### src/rtl/irq_gather_pkg.sv
// Package: shared constants for the interrupt collector.
// Assumes word-aligned register offsets; the register index is the byte
// address shifted right by two.
package irq_gather_pkg;

    // Word indices of the five decoded registers
    localparam int IDX_CTL = 0;
    localparam int IDX_ENA = 1;
    localparam int IDX_STS = 2;
    localparam int IDX_CLR = 3;
    localparam int IDX_POL = 4;

    // Capture style selected by the control word
    typedef enum logic {
        CAP_LEVEL = 1'b0,
        CAP_EDGE  = 1'b1
    } cap_mode_e;

endpackage

### src/rtl/irq_gather_sync.sv
// Module: irq_gather_sync
// Two-flop synchronizer for every request line, plus a fill qualifier.
// The qualifier stays low until both stages hold sampled data after reset.
// Assumes the request inputs are asynchronous and held for at least
// two clock cycles.
module irq_gather_sync #(
    parameter int N = 18
) (
    input  logic         clk,
    input  logic         rst_n,
    input  logic [N-1:0] raw_in,
    output logic [N-1:0] sync_out,
    output logic         fill_ok
);

    localparam int STAGES = 2;

    logic [STAGES-1:0] fill_sr;

    // Shift ones in after reset so that downstream logic ignores reset values
    always_ff @(posedge clk) begin
        if (!rst_n) begin
            fill_sr <= '0;
        end else begin
            fill_sr <= {fill_sr[STAGES-2:0], 1'b1};
        end
    end

    assign fill_ok = fill_sr[STAGES-1];

    for (genvar g = 0; g < N; g++) begin : g_line
        logic stage_a;
        logic stage_b;

        // Two-stage metastability filter for one request line
        always_ff @(posedge clk) begin
            if (!rst_n) begin
                stage_a <= 1'b0;
                stage_b <= 1'b0;
            end else begin
                stage_a <= raw_in[g];
                stage_b <= stage_a;
            end
        end

        assign sync_out[g] = stage_b;
    end

endmodule

### src/rtl/irq_gather_capture.sv
// Module: irq_gather_capture
// Per-line polarity correction, edge detection and sticky status bits.
// Assumes synchronized inputs. When a set and a clear hit one bit on the
// same edge, the set wins.
module irq_gather_capture #(
    parameter int N = 18
) (
    input  logic                      clk,
    input  logic                      rst_n,
    input  logic [N-1:0]              sync_in,
    input  logic                      fill_ok,
    input  logic [N-1:0]              pol_hi,
    input  irq_gather_pkg::cap_mode_e mode,
    input  logic [N-1:0]              clr_mask,
    output logic [N-1:0]              active,
    output logic [N-1:0]              status
);

    import irq_gather_pkg::*;

    for (genvar g = 0; g < N; g++) begin : g_bit
        logic prev_q;
        logic rise;
        logic set_now;
        logic sts_q;

        // Active after the polarity correction; held low until the synchronizer has filled
        assign active[g] = fill_ok & ~(sync_in[g] ^ pol_hi[g]);
        assign rise      = active[g] & ~prev_q;
        assign set_now   = (mode == CAP_EDGE) ? rise : active[g];

        // Remember the previous corrected level for edge detection
        always_ff @(posedge clk) begin
            if (!rst_n) begin
                prev_q <= 1'b0;
            end else begin
                prev_q <= active[g];
            end
        end

        // Sticky status bit: a capture overrides a clear
        always_ff @(posedge clk) begin
            if (!rst_n) begin
                sts_q <= 1'b0;
            end else begin
                sts_q <= (sts_q & ~clr_mask[g]) | set_now;
            end
        end

        assign status[g] = sts_q;
    end

endmodule

### src/rtl/irq_gather_regs.sv
// Module: irq_gather_regs
// Register file and address decode for the collector.
// Assumes a single-cycle bus: writes commit on the clock edge where the
// strobe is high; reads are combinational. Unused bits and undecoded
// offsets read zero.
module irq_gather_regs #(
    parameter int N      = 18,
    parameter int DATA_W = 32,
    parameter int ADDR_W = 5
) (
    input  logic                      clk,
    input  logic                      rst_n,
    input  logic                      bus_sel,
    input  logic                      bus_wr,
    input  logic [ADDR_W-1:0]         bus_addr,
    input  logic [DATA_W-1:0]         bus_wdata,
    output logic [DATA_W-1:0]         bus_rdata,
    input  logic [N-1:0]              status,
    output logic [N-1:0]              ena,
    output logic [N-1:0]              pol_hi,
    output logic                      gen_en,
    output irq_gather_pkg::cap_mode_e mode,
    output logic [N-1:0]              clr_mask
);

    import irq_gather_pkg::*;

    localparam int IDX_W   = ADDR_W - 2;
    localparam int GEN_BIT = DATA_W - 1;
    localparam int EDG_BIT = DATA_W - 2;
    localparam int PAD_W   = DATA_W - N;

    logic [IDX_W-1:0] idx;
    logic             wr_go;
    logic             rd_go;
    logic             hit_ctl;
    logic             hit_ena;
    logic             hit_sts;
    logic             hit_clr;
    logic             hit_pol;

    assign idx   = bus_addr[ADDR_W-1:2];
    assign wr_go = bus_sel & bus_wr;
    assign rd_go = bus_sel & ~bus_wr;

    // Decode the word index into one hit per register
    always_comb begin
        hit_ctl = (idx == IDX_W'(IDX_CTL));
        hit_ena = (idx == IDX_W'(IDX_ENA));
        hit_sts = (idx == IDX_W'(IDX_STS));
        hit_clr = (idx == IDX_W'(IDX_CLR));
        hit_pol = (idx == IDX_W'(IDX_POL));
    end

    // Control word: global enable and capture mode
    always_ff @(posedge clk) begin
        if (!rst_n) begin
            gen_en <= 1'b0;
            mode   <= CAP_LEVEL;
        end else if (wr_go && hit_ctl) begin
            gen_en <= bus_wdata[GEN_BIT];
            mode   <= cap_mode_e'(bus_wdata[EDG_BIT]);
        end
    end

    // Per-line enable mask
    always_ff @(posedge clk) begin
        if (!rst_n) begin
            ena <= '0;
        end else if (wr_go && hit_ena) begin
            ena <= bus_wdata[N-1:0];
        end
    end

    // Per-line polarity selection
    always_ff @(posedge clk) begin
        if (!rst_n) begin
            pol_hi <= '0;
        end else if (wr_go && hit_pol) begin
            pol_hi <= bus_wdata[N-1:0];
        end
    end

    // Write-one-to-clear pulse towards the status bits
    assign clr_mask = (wr_go && hit_clr) ? bus_wdata[N-1:0] : '0;

    // Read multiplexer; clear, status-write and undecoded offsets give zero
    always_comb begin
        bus_rdata = '0;
        if (rd_go) begin
            if (hit_ctl) begin
                bus_rdata[GEN_BIT] = gen_en;
                bus_rdata[EDG_BIT] = (mode == CAP_EDGE);
            end else if (hit_ena) begin
                bus_rdata = {{PAD_W{1'b0}}, ena};
            end else if (hit_sts) begin
                bus_rdata = {{PAD_W{1'b0}}, status};
            end else if (hit_pol) begin
                bus_rdata = {{PAD_W{1'b0}}, pol_hi};
            end
        end
    end

    // hit_sts is intentionally unused on writes: status is read-only
    logic unused_ok;
    assign unused_ok = &{1'b0, bus_addr[1:0]};

endmodule

### src/rtl/irq_gather.sv
// Module: irq_gather (top)
// Collects NUM_SRC request lines into sticky status bits and drives one
// level-high summary line when the global enable is set and any enabled
// status bit is set.
// Assumes NUM_SRC <= DATA_W - 2, so that the sources stay clear of the
// control bits.
module irq_gather #(
    parameter int NUM_SRC = 18,
    parameter int DATA_W  = 32,
    parameter int ADDR_W  = 5
) (
    input  logic               clk,
    input  logic               rst_n,
    input  logic [NUM_SRC-1:0] req_in,
    input  logic               bus_sel,
    input  logic               bus_wr,
    input  logic [ADDR_W-1:0]  bus_addr,
    input  logic [DATA_W-1:0]  bus_wdata,
    output logic [DATA_W-1:0]  bus_rdata,
    output logic               irq_out
);

    import irq_gather_pkg::*;

    logic [NUM_SRC-1:0] req_sync;
    logic               fill_ok;
    logic [NUM_SRC-1:0] act_vec;
    logic [NUM_SRC-1:0] sts_vec;
    logic [NUM_SRC-1:0] ena_vec;
    logic [NUM_SRC-1:0] pol_vec;
    logic [NUM_SRC-1:0] clr_vec;
    logic               gen_en;
    cap_mode_e          cap_mode;

    irq_gather_sync #(.N(NUM_SRC)) u_sync (
        .clk      (clk),
        .rst_n    (rst_n),
        .raw_in   (req_in),
        .sync_out (req_sync),
        .fill_ok  (fill_ok)
    );

    irq_gather_capture #(.N(NUM_SRC)) u_cap (
        .clk      (clk),
        .rst_n    (rst_n),
        .sync_in  (req_sync),
        .fill_ok  (fill_ok),
        .pol_hi   (pol_vec),
        .mode     (cap_mode),
        .clr_mask (clr_vec),
        .active   (act_vec),
        .status   (sts_vec)
    );

    irq_gather_regs #(.N(NUM_SRC), .DATA_W(DATA_W), .ADDR_W(ADDR_W)) u_regs (
        .clk       (clk),
        .rst_n     (rst_n),
        .bus_sel   (bus_sel),
        .bus_wr    (bus_wr),
        .bus_addr  (bus_addr),
        .bus_wdata (bus_wdata),
        .bus_rdata (bus_rdata),
        .status    (sts_vec),
        .ena       (ena_vec),
        .pol_hi    (pol_vec),
        .gen_en    (gen_en),
        .mode      (cap_mode),
        .clr_mask  (clr_vec)
    );

    // Summary: any unmasked pending line while the group is enabled
    assign irq_out = gen_en & (|(ena_vec & sts_vec));

endmodule

### config.mk
export PLATFORM = sky130hd
export DESIGN_NAME = irq_gather
export DESIGN_NICKNAME = d
export VERILOG_FILES = /design/src/rtl/irq_gather_pkg.sv /design/src/rtl/irq_gather_sync.sv /design/src/rtl/irq_gather_capture.sv /design/src/rtl/irq_gather_regs.sv /design/src/rtl/irq_gather.sv
export SDC_FILE = /design/constraint.sdc
export NUM_CORES = 1
export LEC_CHECK = 0
export CELL_PAD_IN_SITES_DETAIL_PLACEMENT = 0
export CELL_PAD_IN_SITES_GLOBAL_PLACEMENT = 1
export CORE_UTILIZATION = 39
export DETAILED_ROUTE_END_ITERATION = 16
export PLACE_DENSITY_LB_ADDON = 0.1
export SYNTH_ARGS = -nofsm -noshare
export SYNTH_HDL_FRONTEND = slang
export SYNTH_SLANG_ARGS = --single-unit
### constraint.sdc
create_clock -name clk -period 1.8 [get_ports clk]
set_input_delay 0.36 -clock clk [delete_from_list [all_inputs] [get_ports clk]]
set_output_delay 0.36 -clock clk [all_outputs]
set_load 0.05 [all_outputs]
==> results of run 1 <==
==> worst max-delay path, stage by stage (launching register included) <==
cell and delay [ps]:
dfxtp_2 330, a22o_1 270, a221oi_2 240, buf_4 160, nand4_1 150, o21a_1 220, buf_6 150
==> kinds of logic (layout without fill, tap and decap cells) <==
family,after synthesis,count (layout)
buffers and inverters,44,137
multiplexers,20,20
flip-flops,112,112
other,1,12
AO/OA/AOI/OAI,100,100
AND/OR/NAND/NOR,184,184
XOR/XNOR,18,18
==> per-stage QoR <==
step | area (um^2) | TNS, ps | utilization (%)
after global routing | 6560 | -3320 | 59.2
after CTS | 6380 | -2810 | 57.6
after floorplan | 4620 | -36.5 | -
after global placement | 5730 | -37320 | 51.7
after detailed placement | 5730 | -39890 | 51.7
final | 6560 | -2550 | 59.2
==> worst paths after layout <==
| kind | startpoint | endpoint | slack, ps | cells after the start |
|---|---|---|---|---|
| setup / recovery | u_regs.ena[9]$_SDFFE_PN0P_ | irq_out | -440 | 6 |
| setup reg to reg | u_sync.fill_sr[1]$_SDFF_PN0_ | u_cap.g_bit[3].sts_q$_SDFF_PN0_ | 760 | 4 |
| hold reg to reg | u_sync.fill_sr[0]$_DFF_P_ | u_sync.fill_sr[1]$_SDFF_PN0_ | 430 | 1 |
| hold / removal | rst_n | u_sync.fill_sr[0]$_DFF_P_ | 250 | 1 |
==> Yosys cell counts (all sizes together) (2+ instances only) <==
master,number,area (um^2)
a22oi,5,37.5
a221oi,2,17.5
a21oi,18,90.1
nand2,92,348
o311a,18,180
a21boi,18,135
a22o,2,17.5
buf,24,178
and2,39,244
xor2,18,158
nor2b,22,138
nor3,3,31.3
clkbuf,19,71.3
a32o,18,180
o21ai,18,90.1
dfxtp,112,2240
mux2i,20,200
nor2,19,71.3
==> metal layers <==
layer | track usage, % | vias up | part of all wire (%) | wire length (um)
met2 | 36.2 | 75 | 47 | 5940
li1 | - | 1822 | - | -
met1 | 29.0 | 1752 | 47 | 5840
met5 | 0 | - | 0 | 0
met3 | 5.45 | 19 | 4.0 | 507
met4 | 6.00 | 0 | 1.9 | 236
==> placed cells by master (no fill, tap or decap), types with 2 or more instances in the layout <==
master | Yosys | layout
o21ai_2 | 0 | 15
o21ai_1 | 0 | 2
a22oi_1 | 5 | 5
a32o_1 | 18 | 18
a21oi_1 | 18 | 18
buf_2 | 7 | 3
mux2i_1 | 20 | 20
nor2_1 | 19 | 18
dfxtp_1 | 112 | 111
o311a_4 | 0 | 12
inv_6 | 0 | 2
nor2b_1 | 22 | 20
nor3_4 | 1 | 2
buf_4 | 14 | 34
clkbuf_16 | 0 | 9
buf_6 | 2 | 14
buf_8 | 1 | 3
xor2_1 | 18 | 18
nand2_1 | 91 | 73
a21boi_1 | 2 | 2
and2_1 | 39 | 37
nand2_4 | 0 | 5
a22o_1 | 2 | 2
conb_1 | 1 | 12
clkdlybuf4s50_1 | 0 | 38
nor2b_4 | 0 | 2
buf_12 | 0 | 27
nand2_2 | 1 | 14
o311a_1 | 18 | 5
and2_4 | 0 | 2
a21boi_0 | 16 | 16
==> cell type report <==
class                           instances  area (um^2)
Tap cell                              140          175
Clock inverter                          5         61.3
Timing Repair Buffer                  120         1420
Clock buffer                           11          243
Multi-Input combinational cell        334         2410
Inverter                                1         3.75
Sequential cell                       112         2240
Fill cell                             970         4520
==> flip-flops by register name (all words and copies together), names as in the netlist <==
name / count
u_cap.g_bit.prev_q: 18
u_cap.g_bit.sts_q: 18
u_regs.ena: 18
u_regs.pol_hi: 18
u_sync.g_line.stage_a: 18
u_sync.g_line.stage_b: 18
u_sync.fill_sr: 2
u_regs.gen_en: 1
u_regs.mode: 1
==> what timing repair did <==
item                                    CTS  global route
resized for setup                        94            35
endpoints found under the setup margin   51            21
pin swaps                                33            25
endpoints found under the hold margin     0             0
cloned                                    6             0
setup buffers                             7             4
==> power by group <==
part | internal, mW | leakage (nW) | switching (mW) | total [mW]
Combinational | 0.332 | 1.74 | 0.351 | 0.683
Clock | 1.13 | 0.151 | 0.918 | 2.05
Sequential | 2.58 | 0.919 | 0.0644 | 2.64
Total | 4.04 | 2.81 | 1.33 | 5.37
==> impl_metrics.yaml, run 1 <==
logic_synthesis:
  syn_area_um2: 4520
  postSynthCellCount: 479
  synth-seq-area-share_pct: 49.6
  synthMuxAreaShare_pct: 4.43
  synth_xor_area_share_pct: 3.49
  avgSynthCellArea_um2: 9.43
  yosys_warnings: 0
  synth-simple-area-share_pct: 20.0
  yosysUniqueCellTypes: 37
  synth-async-reset-ratio_pct: 0
  synth_fa_ha_area_share_pct: 0
  synth_flop_cell: "dfxtp_1"
  synth_top_family_by_area: "simple AND/OR/NAND/NOR gates"
  synth_edf_count: 0
  synth_compound_area_share_pct: 16.7
  ys_ff_latch: 112
sta:
  fmax_mhz: 446
  hold_slack_ps: 247
  fin_ws_ps: -442
  clock_skew_ps: 9.22
  period_share_pct: 125
  setup_viol: 19
  rsz0062_at_grt: "true"
  fin_crit_ps: 2240
  slew_violations: 0
  report.final.hold_viol_count: 0
global_route:
  grt_overflow_total: 0
  grt_max_degree: 63
  grt_util_all_layers_pct: 22.1
  grt_pass1_vias: 3498
  grt_pass1_wl_um: 19400
  antenna_found_initial: 0
run_status:
  status: "complete, but fails checks"
  violations: "setup timing"
drt:
  drt_iter0_markers: 168
  drc: 0
  vias: 3668
  via_per_inst: 5.07
  drtAntennaViolNets: 0
  drtPass1Iterations: 5
  wire_per_inst_um: 17.3
  wl_um: 12500
clock_network:
  cts_buffers: 9
  cts_tree: "built"
  clockBufferDepth: 2
  cts_root_buf: "clkbuf_16"
  cts_hold_buf: 0
  clkLatencyLatePin_ps: 360
  cts_sinks: 112
  path_clk_slew_ps: 80
  htree_num_levels: 3
final_layout:
  diodes: 0
  area_growth_pct: 45.1
  fin_cells: 723
  drive_above_1_share_pct: 27.4
  final_net_count: 637
die:
  core_um2: 11100
  initial_core_util_pct: 40.8
  die_h_um: 110
  dieArea_um2: 12000
  die_w_um: 110
  ios: 92
  fp-row-count: 38
worst_setup_path:
  start_kind: "register"
  cp-end-kind: "output pin"
  required_ps: 1440
  arrival_ps: 1880
  critPathKind: "register to output pin"
  worstPathMaxFanout: 2
pwr:
  ir_drop_uv: 688
  fin_total_pwr_mw: 5.37
  pwr_density_cell_nw_per_um2: 819
  total_leakage_power_nw: 2.81
min_path:
  hold_class: "input pin to register"
placed_design:
  post-place-ws_ps: -891
  numPlacedInstances: 691
  dpl.hpwl_um: 7910
  numPortBuffers: 65
  globalplace.congestion: 0.787
flow_run:
  drv_cap: 0
(Power assumes the default switching activity.)
==> run 2, diff against run 1 <==
==> constraint.sdc (replaced) <==
create_clock -name clk -period 1.8 [get_ports clk]
set_input_delay 0.27 -clock clk [delete_from_list [all_inputs] [get_ports clk]]
set_output_delay 0.27 -clock clk [all_outputs]
set_load 0.05 [all_outputs]
==> run 2 against run 1 <==
Compared with the run above:
- the run still ends with setup timing left
- critical path type unchanged
- count of clock-buffer cells in the layout is 2 lower
- register-to-register slack worse by 20 ps
- wire length is 7.5% lower
- design area is 5.3% lower
- sequential cell count stayed put
- clock skew is 1.1 ps higher
- core utilization is 3.2 points lower
- combinational power is 13% lower
- worst hold slack better by 130 ps
- die area stayed put
- sequential power hardly changed
==> impl_metrics.yaml, run 2 (synthesis results as in run 1) <==
sta:
  slew_violations: 0
  report.final.hold_viol_count: 0
  fin_crit_ps: 2130
  rsz0062_at_grt: "true"
  setup_viol: 1
  fin_ws_ps: -325
  period_share_pct: 118
  setup_tns_ps: -325
  fmax_mhz: 470
  clock_skew_ps: 10.4
clock_network:
  cts_root_buf: "clkbuf_16"
  clkLatencyLatePin_ps: 350
  cts_sinks: 112
  cts_tree: "built"
  htree_num_levels: 3
  cts_buffers: 9
  clockBufferDepth: 2
  path_clk_slew_ps: 70
placed_design:
  numPlacedInstances: 689
  post-place-ws_ps: -455
  dpl.hpwl_um: 7800
  globalplace.congestion: 0.812
  numPortBuffers: 65
global_route:
  grt_pass1_vias: 3552
  grt_overflow_total: 0
  grt_pass1_wl_um: 18600
  grt_max_degree: 54
  grt_util_all_layers_pct: 20.8
  antenna_found_initial: 0
pwr:
  pwr_density_cell_nw_per_um2: 835
  total_leakage_power_nw: 2.58
  ir_drop_uv: 500
drt:
  drtPass1Iterations: 4
  wl_um: 11600
  via_per_inst: 5.16
  drc: 0
  vias: 3635
  drt_iter0_markers: 140
  drtAntennaViolNets: 0
  wire_per_inst_um: 16.4
worst_setup_path:
  crit_chain: "a22o_1 -> a221oi_2 -> buf_4 -> nand4_1 -> o21a_1 -> buf_6"
  r2r_start: "u_sync.fill_sr[1]$_SDFF_PN0_"
  critPathKind: "register to output pin"
  reg2reg_to: "u_cap.g_bit[7].sts_q$_SDFF_PN0_"
  startpoint: "u_regs.ena[9]$_SDFFE_PN0P_"
  cp_slowest_cell: "dfxtp_1"
  worstPathMaxFanout: 2
  rrSetupSlack_ps: 740
  arrival_ps: 1860
  cp-end-kind: "output pin"
  required_ps: 1530
  worst_r2r_path_depth: 4
  cpPeakStageDelay_ps: 310
  cp_top_family: "compound AO/OA/AOI/OAI gates"
  crit_buf_inv: 2
  start_kind: "register"
min_path:
  hold_depth: 2
  hold_class: "input pin to register"
  hold_end: "u_sync.fill_sr[0]$_DFF_P_"
  worstHoldStart: "rst_n"
die:
  die_w_um: 110
  die_h_um: 110
  fp-row-count: 38
  dieArea_um2: 12000
  core_um2: 11100
  ios: 92
  initial_core_util_pct: 40.8
run_status:
  violations: "setup timing"
  status: "complete, but fails checks"
final_layout:
  final_common_cell: "dfxtp_1"
  drive_above_1_share_pct: 20.9
  mostFrequentLayoutCells: "112 x dfxtp_1, 84 x nand2_1, 39 x and2_1"
  fin_cells: 705
  diodes: 0
  area_growth_pct: 37.4
  final_net_count: 621
flow_run:
  drv_cap: 0
==> run 2: worst max path at each step <==
| stage | slack (ps) | end | cells past startpoint |
|---|---|---|---|
| after floorplan | 40 | bus_rdata[7] | 5 |
| after global placement | -440 | bus_rdata[5] | 7 |
| after detailed placement | -450 | bus_rdata[4] | 7 |
| after CTS | -350 | irq_out | 6 |
| after global routing | -400 | irq_out | 6 |
| final | -330 | irq_out | 6 |
==> run 2: power by group <==
group          switching (mW)  internal [mW]
Combinational           0.310          0.283
Sequential             0.0614           2.58
Clock                   0.880           1.07
Total                    1.25           3.93
==> run 2: cell type report <==
class | instances | area (um^2)
clock buffers | 9 | 225
flip-flops and latches | 112 | 2240
clock inverters | 5 | 58.8
multi-input cells | 334 | 2270
well taps | 140 | 175
repair buffers | 104 | 1230
fillers | 978 | 4870
inverters | 1 | 3.75
==> run 2: worst reg2reg max path: stages (launching register included) <==
cell	delay, ps
dfxtp_1	300
nand2_1	50
buf_4	270
nor2_1	120
a32o_1	210
==> run 2: metrics by stage <==
step / hold WS, ps / cell area, um^2 / util (%) / power [mW]
2_1_floorplan: 298 / 4570 / - / 2.99
3_3_place_gp: 412 / 5680 / 51.3 / 3.23
3_5_place_dp: 420 / 5680 / 51.3 / 3.24
4_1_cts: 384 / 6040 / 54.5 / 5.20
5_1_grt: 409 / 6200 / 56.0 / 5.38
6_report: 375 / 6200 / 56.0 / 5.18
==> run 2: metal layers <==
metal	GRT usage [%]	part of all wire (%)	wire, um
met5	0	0	0
met2	32.4	45	5220
met3	4.45	4.0	462
met1	28.0	49	5620
met4	8.57	2.4	279
==> run 2: repair_timing <==
action | 4_1_cts | 5_1_grt
resized for setup | 32 | 46
endpoints found under the setup margin | 21 | 19
setup buffers | 0 | 1
pin swaps | 6 | 14
gates cloned | 1 | 0
hold buffers | 0 | 0
